File: src/rtl/mm2s_dma.sv
module mm2s_dma #(
  parameter int DATA_W = 32,
  parameter int LEN_W  = 14,
  parameter int ADDR_W = 32,
  parameter int REG_AW = 8
) (
  input  logic              clk,
  input  logic              rst_n,
  input  logic              reg_we,
  input  logic [REG_AW-1:0] reg_addr,
  input  logic [31:0]       reg_wdata,
  output logic [31:0]       reg_rdata,
  output logic              mem_rd_en,
  output logic [ADDR_W-1:0] mem_rd_addr,
  input  logic [DATA_W-1:0] mem_rd_data,
  output logic [DATA_W-1:0] m_tdata,
  output logic [DATA_W/8-1:0] m_tkeep,
  output logic              m_tlast,
  output logic              m_tvalid,
  input  logic              m_tready,
  output logic              irq
);
  localparam int BYTES = DATA_W / 8;
  localparam int OFF_W = $clog2(BYTES);
  localparam logic [REG_AW-1:0] A_CTRL = REG_AW'(8'h00);
  localparam logic [REG_AW-1:0] A_STAT = REG_AW'(8'h04);
  localparam logic [REG_AW-1:0] A_SRC  = REG_AW'(8'h18);
  localparam logic [REG_AW-1:0] A_LEN  = REG_AW'(8'h28);
  localparam logic [LEN_W:0]    PAD    = (LEN_W+1)'(BYTES - 1);

  typedef enum logic [1:0] {S_IDLE, S_REQ, S_WAIT, S_SEND} st_t;

  st_t               st;
  logic              run, srst, ioc_en, err_en, ioc, err;
  logic [ADDR_W-1:0] src_q, ptr;
  logic [LEN_W-1:0]  len_q, left;
  logic [BYTES-1:0]  tail_keep, tk;
  logic [DATA_W-1:0] dat_q;

  wire              wr_ctrl   = reg_we && reg_addr == A_CTRL;
  wire              wr_stat   = reg_we && reg_addr == A_STAT;
  wire              wr_src    = reg_we && reg_addr == A_SRC;
  wire              wr_len    = reg_we && reg_addr == A_LEN;
  wire [LEN_W-1:0]  wlen      = reg_wdata[LEN_W-1:0];
  wire              idle      = st == S_IDLE;
  wire              launch    = wr_len && idle && run && wlen != '0;
  wire              misal     = |src_q[OFF_W-1:0];
  wire              last_beat = left == LEN_W'(1);
  wire [LEN_W:0]    nbeat     = ({1'b0, wlen} + PAD) >> OFF_W;
  wire [OFF_W-1:0]  rem       = wlen[OFF_W-1:0];

  always_comb begin
    for (int i = 0; i < BYTES; i++)
      tk[i] = (rem == '0) || (OFF_W'(i) < rem);
  end

  always_ff @(posedge clk) begin
    if (!rst_n || srst) begin
      st        <= S_IDLE;
      run       <= 1'b0;
      srst      <= 1'b0;
      ioc_en    <= 1'b0;
      err_en    <= 1'b0;
      ioc       <= 1'b0;
      err       <= 1'b0;
      src_q     <= '0;
      len_q     <= '0;
      ptr       <= '0;
      left      <= '0;
      tail_keep <= '0;
      dat_q     <= '0;
    end else begin
      if (wr_ctrl) begin
        run    <= reg_wdata[0];
        srst   <= reg_wdata[1];
        ioc_en <= reg_wdata[4];
        err_en <= reg_wdata[5];
      end
      if (wr_stat) begin
        if (reg_wdata[4]) ioc <= 1'b0;
        if (reg_wdata[5]) err <= 1'b0;
      end
      if (wr_src && idle) src_q <= reg_wdata[ADDR_W-1:0];
      if (wr_len && idle) len_q <= wlen;
      if (launch) begin
        if (misal) begin
          err <= 1'b1;
          run <= 1'b0;
        end else begin
          st        <= S_REQ;
          ptr       <= src_q;
          left      <= nbeat[LEN_W-1:0];
          tail_keep <= tk;
        end
      end
      case (st)
        S_REQ:  st <= S_WAIT;
        S_WAIT: begin
          dat_q <= mem_rd_data;
          st    <= S_SEND;
        end
        S_SEND: if (m_tready) begin
          if (last_beat) begin
            st  <= S_IDLE;
            ioc <= 1'b1;
          end else begin
            st   <= S_REQ;
            left <= left - LEN_W'(1);
            ptr  <= ptr + ADDR_W'(BYTES);
          end
        end
        default: ;
      endcase
    end
  end

  always_comb begin
    case (reg_addr)
      A_CTRL:  reg_rdata = {26'd0, err_en, ioc_en, 2'd0, srst, run};
      A_STAT:  reg_rdata = {26'd0, err, ioc, 3'd0, idle};
      A_SRC:   reg_rdata = 32'(src_q);
      A_LEN:   reg_rdata = 32'(len_q);
      default: reg_rdata = '0;
    endcase
  end

  assign mem_rd_en   = st == S_REQ;
  assign mem_rd_addr = ptr;
  assign m_tvalid    = st == S_SEND;
  assign m_tdata     = dat_q;
  assign m_tlast     = m_tvalid && last_beat;
  assign m_tkeep     = !m_tvalid ? '0 : (last_beat ? tail_keep : '1);
  assign irq         = (ioc && ioc_en) || (err && err_en);
endmodule

File: config.mk
export PLATFORM = sky130hd
export DESIGN_NAME = mm2s_dma
export DESIGN_NICKNAME = d
export VERILOG_FILES = /design/src/rtl/mm2s_dma.sv
export SDC_FILE = /design/constraint.sdc
export NUM_CORES = 1
export LEC_CHECK = 0
export ABC_AREA = 1
export CELL_PAD_IN_SITES_DETAIL_PLACEMENT = 1
export CELL_PAD_IN_SITES_GLOBAL_PLACEMENT = 1
export CORE_ASPECT_RATIO = 0.6
export CORE_UTILIZATION = 35
export DETAILED_ROUTE_END_ITERATION = 10
export PLACE_DENSITY_LB_ADDON = 0.05
export SETUP_SLACK_MARGIN = 0.3
export SLEW_MARGIN = 10
export SYNTH_ARGS = -nofsm -noshare
export SYNTH_HDL_FRONTEND = slang
export SYNTH_SLANG_ARGS = --single-unit
File: constraint.sdc
create_clock -name clk -period 1.7 [get_ports clk]
set_input_delay 0.17 -clock clk [delete_from_list [all_inputs] [get_ports clk]]
set_output_delay 0.17 -clock clk [all_outputs]
set_load 0.005 [all_outputs]
# ---- Word level (Yosys, flattened, before mapping)
# Cells that the tools add are included.
dict set report classes {
  eq_ne 7
  n_lt_le_gt_ge 4
  bitwise 1
  n_addsub 3
  reduce_logical 24
  n_mux 30
}
# operator count
set ops {}
lappend ops {{two-way mux 32 bit} 5}
lappend ops {{one-hot mux 32 bit (4 select lines)} 1}
lappend ops {{two-way mux 14 bit} 5}
lappend ops {{adder 32 x 3 -> 32 bit (second input constant)} 1}
lappend ops {{adder 14 x 2 -> 15 bit (second input constant)} 1}
lappend ops {{equality test 14 x 1 -> 1 bit (second input constant)} 1}
lappend ops {{nonzero test 14 bit} 1}
lappend ops {{subtractor 14 x 1 -> 14 bit (second input constant)} 1}
lappend ops {{two-way mux 1 bit} 13}
lappend ops {{logical AND 1 bit} 11}
lappend ops {{equality test 8 x 3 -> 1 bit (second input constant)} 1}
lappend ops {{equality test 8 x 5 -> 1 bit (second input constant)} 1}
lappend ops {{equality test 8 x 6 -> 1 bit (second input constant)} 1}
lappend ops {{zero test 8 bit} 1}
lappend ops {{two-way mux 4 bit} 2}
lappend ops {{logical OR 1 bit} 6}
lappend ops {{two-way mux 2 bit} 3}
lappend ops {{one-hot mux 2 bit (3 select lines)} 1}
lappend ops {{equality test 2 bit (second input constant)} 2}
lappend ops {{zero test 2 bit} 2}
lappend ops {{< comparator 1 x 2 -> 1 bit (first input constant)} 2}
lappend ops {{< comparator 2 bit (first input constant)} 2}
lappend ops {{equality test 2 x 1 -> 1 bit (second input constant)} 1}
lappend ops {{AND reduction 2 bit} 1}
lappend ops {{3 further kinds} 3}
dict set report word_totals {
  word_cells 82
  regBits 136
}

# ---- Logic depth before layout (Yosys ltp)
dict set report depth {
  depth_word 9
  mapped_depth 13
  depth_no_buf 12
}

# ---- Worst setup path before layout
# OpenSTA, ideal clock, no wires.
dict set report synth_path {
  path_kind {register -> register}
  start {register ptr[2] (netlist: mem_rd_addr[2])}
  end {register ptr[30] (netlist: mem_rd_addr[30])}
  stages_incl_launch_ff 9
  t_required_ns 1.583
  arrival_time_ns 1.457
  path_buffers 0
  path_slack_ns 0.126
  path_cell_list {dfxtp_1 > ha_1 > nand2_1 > nor2_2 > nand3_1 > nor2_1 > a21oi_1 > o21ai_0 > nor2_1}
}
dict set report synth_via {
  elab_chain_len 4
}
# element line
set synth_rtl {}
lappend synth_rtl {{start, declared} 35} ;# logic [ADDR_W-1:0] src_q, ptr;
lappend synth_rtl {{start signal, assigned} 91} ;# ptr <= src_q;
lappend synth_rtl {{start signal, assigned} 109} ;# ptr <= ptr + ADDR_W'(BYTES);
lappend synth_rtl {{adder 32 x 3 -> 32 bit} 109}
lappend synth_rtl {{two-way mux 32 bit} 103} ;# if (last_beat) begin
lappend synth_rtl {{two-way mux 32 bit} 102} ;# S_SEND: if (m_tready) begin
lappend synth_rtl {{two-way mux 32 bit} 96} ;# case (st)
# No other way between the ends.
# A chain may end at the register's enable or synchronous reset.

# ---- Worst setup path in the final report
dict set report layout_path {
  start {register left[1]}
  end {register ptr[25] (netlist: mem_rd_addr[25])}
}
dict set report layout_via {
  elab_chain_len 4
}
# element line
set layout_rtl {}
lappend layout_rtl {{start, declared} 36} ;# logic [LEN_W-1:0] len_q, left;
lappend layout_rtl {{start signal, assigned} 92} ;# left <= nbeat[LEN_W-1:0];
lappend layout_rtl {{start signal, assigned} 108} ;# left <= left - LEN_W'(1);
lappend layout_rtl {{equality test 14 x 1 -> 1 bit} 48} ;# wire last_beat = left == LEN_W'(1);
lappend layout_rtl {{two-way mux 32 bit} 103}
lappend layout_rtl {{two-way mux 32 bit} 102}
lappend layout_rtl {{two-way mux 32 bit} 96}
# No other way between the ends.

==> flow_metrics.tcl <==
set metrics [dict create \
    start_util_pct 36.41 \
    grt_overflow_total 0 \
    synth_edf_count 0 \
    netSwitchingFraction_pct 25.75 \
    synthFlopType "dfxtp_1" \
    grt_pass1_vias 9373 \
    die-width_um 189.9 \
    cts_max_level 4 \
    synth_seq_cells 136 \
    drive_gt1_share_pct 34.81 \
    yosysWarnings 0 \
    antenna_found_initial 0 \
    clock-sinks 136 \
    startpoint_type "register" \
    clk_pin_slew_worst_paths_ns 0.07 \
    ys_async_sr_fraction_pct 0 \
    worstRegToRegCells 15 \
    worst_pin_slew_ns 0.7422 \
    hpwl_mm 23.09 \
    num_antenna_cells 0 \
    synthAdderAreaFrac_pct 0.8435 \
    synth_common_cells "nand2_1 (212), inv_1 (176), nor2_1 (173), dfxtp_1 (136), o21ai_0 (114)" \
    max-cap-violations 0 \
    fin_tns_setup_ns -9.258 \
    yosys.area.top_type "dfxtp_1" \
    grt_pass1_wl_mm 53.86 \
    synth_compound_area_share_pct 15.20 \
    dr.pass1.iters 5 \
    critPathArrivalTime_ns 2.39 \
    min_to "src_q[1]" \
    violations "negative setup slack" \
    clock_path_buffers 2 \
    reg2reg_from "left[1]" \
    end_kind "register" \
    grt_usage_pct 32.63 \
    grt_max_degree 41 \
    crit_slowest_cell "dfxtp_2" \
    utilization_pct 63.58 \
    syn_area_um2 7417 \
    yosysSeqAreaShare_pct 36.71 \
    ys_types 40 \
    cts_tree "yes" \
    wirelength_mm 42.50 \
    insertion_delay_ns 0.46 \
    antenna_left 0 \
    port_buffers 179 \
    ir_drop_uv 656.5 \
    drc 0 \
    p_leak_nw 6.167 \
    cts_buffers 17 \
    post-place-ws_ns -0.5401 \
    p_comb_share_pct 8.4 \
    synth_top_family_by_area "simple AND/OR/NAND/NOR gates" \
    cpPeakStageDelay_ns 0.33 \
    die_area_um2 21800 \
    yosys.area_share.simple_pct 31.95 \
    crit_chain "inv_2 -> ha_4 -> nand2_4 -> nor2_4 -> nand2_4 -> buf_6 -> buf_6 -> buf_6 -> nand2_8 -> inv_12 -> buf_6 -> buf_8 -> nand2_2 -> nor2_2 -> nor2_1" \
    fin_skew_ns 0.01377 \
    clkPwrFrac_pct 50.4 \
    power.switching_mw 1.986 \
    period_minus_slack_ns 2.014 \
    multi_input_area_um2 4795 \
    r2r_setup_slack_ns -0.31 \
    hold_depth 3 \
    powerDensity_nw_per_um2 595.6 \
    hp-class "in -> reg" \
    seqPwrFrac_pct 41.1 \
    hold_viol 0 \
    io_pins 180 \
    intPower_mw 5.728 \
    row_count 40 \
    grt_setup_unrepaired "true" \
    finalWorstSetupSlack_ns -0.3144 \
    max_freq_mhz 496.4 \
    viasPerCell 5.557 \
    hp-start "reg_wdata[1]" \
    synth_nets 1235 \
    drt_iter0_drc 820 \
    netlist_top_cells_area "dfxtp_1 (37%), nand2_1 (11%), inv_1 (8.9%)" \
    setup.worst_path.class "reg -> reg" \
    avgSynthCellArea_um2 6.427 \
    vias 9930 \
    core_um2 20370 \
    cts_root_buf "clkbuf_16" \
    yosys-mux-area-fraction_pct 0 \
    cp.required_ns 2.07 \
    synth.most_common_cell "nand2_1" \
    r2r-end "mem_rd_addr[25]" \
    cpMostUsedCell "buf_6" \
    grtUsageMet1_pct 46.49 \
    synth-xor-area-share_pct 2.480 \
    nets 1582 \
    met3_usage_pct 7.540 \
    slew_viol_final 0 \
    setup_viol 53 \
    nFillCells 2480 \
    critPathMaxFanout 7 \
    seq_area_um2 2793 \
    timing.final.crit_share_pct 118.5 \
    grt-busiest-layer "met2" \
    syn_to_final_growth_pct 74.61 \
    grtUsageMet2_pct 48.98 \
    post_drt_wl_per_cell_um 23.78 \
    syn_inst 1154 \
    slew_headroom_pct 49.99 \
    synth_top_area_share_pct 36.71 \
    gp_congestion 0.8749 \
    die_h_um 114.8 \
    outcome "finished, violations left" \
]
[power by group through the flow]
stage	Sequential, mW	Combinational [mW]	Clock (mW)
2_1_floorplan	3.26	0.161	0
3_3_place_gp	3.26	0.494	0
3_5_place_dp	3.26	0.503	0
4_1_cts	3.18	0.542	3.82
5_1_grt	3.17	0.683	4.03
6_report	3.17	0.649	3.89
[layout by cell type, fill, tap and decap left out, drive strengths merged, types with 3 or more instances in the layout]
cell / n
nand3: 93
o2111ai: 4
nor2: 183
clkinvlp: 3
ha: 5
clkdlybuf4s15: 5
nor3: 17
dlygate4sd2: 63
a21oi: 75
nand2: 218
clkbuf: 32
clkdlybuf4s50: 63
clkinv: 7
o22ai: 10
nand3b: 4
buf: 232
dfxtp: 136
or2: 3
a31oi: 3
xnor2: 7
xor2: 14
dlymetal6s2s: 4
inv: 181
nand4: 21
o21ai: 122
[timing repair]
action,4_1_cts,5_1_grt
resized for setup,416,255
hold buffers,0,0
setup buffers,29,21
endpoints found under the setup margin,197,149
pin swaps,27,78
cloned,5,8
[worst max-delay path by stage]
stage	startpoint	slack [ns]	to
6_report	left[1]	-0.31	mem_rd_addr[25]
5_1_grt	left[1]	-0.37	mem_rd_addr[25]
4_1_cts	left[1]	-0.22	m_tkeep[2]
3_5_place_dp	reg_addr[5]	-0.54	mem_rd_addr[17]
3_3_place_gp	reg_addr[6]	-0.49	reg_rdata[31]
2_1_floorplan	st[1]	0.25	left[9]
[stage by stage]
step / cells / power, mW / instance area [µm²] / hold slack, ns
final: 1787 / 7.714 / 12950 / 0.1822
after global routing: 1787 / 7.886 / 12950 / 0.1924
after CTS: 1758 / 7.547 / 11770 / 0.3054
after detailed placement: 1692 / 3.765 / 10520 / 0.4206
after global placement: 1692 / 3.756 / 10520 / 0.4147
after floorplan: 1154 / 3.422 / 7495 / 0.3049
[kinds of logic (layout without fill, tap and decap cells)]
group,Yosys count,count (layout)
XOR/XNOR,21,21
flip-flops,136,136
adder cells (fa/ha/maj),5,5
buffers and inverters,233,592
AO/OA/AOI/OAI,217,217
AND/OR/NAND/NOR,542,543
[layer usage]
metal	routed length [µm]	vias up
met1	18610	4945
met4	1388	0
met2	19230	484
met3	3273	106
li1	-	4395
met5	0	-
[area by class of cell]
| cell class | instances | area share, % |
|---|---|---|
| multi-input cells | 786 | 37.02 |
| repair buffers | 378 | 28.57 |
| flip-flops and latches | 136 | 21.56 |
| inverters | 181 | 5.574 |
| clock buffers | 21 | 3.555 |
| well taps | 273 | 2.637 |
| clock inverters | 11 | 0.9564 |
| repair inverters | 1 | 0.1256 |
[registers in the layout (all words and copies together), names as in the netlist]
register / flops
err: 1
err_en: 1
ioc: 1
ioc_en: 1
left: 14
len_q: 14
m_tdata: 32
mem_rd_addr: 32
run: 1
src_q: 32
srst: 1
st: 2
tail_keep: 4
[critical path: cells and delay by family, from the launching register on]
kind / cells / cell delay [ns]
buffers and inverters: 7 / 0.77
DFF: 1 / 0.33
adders and majority gates: 1 / 0.15
and+or+nand+nor: 7 / 0.65
(Power assumes the default switching activity.)
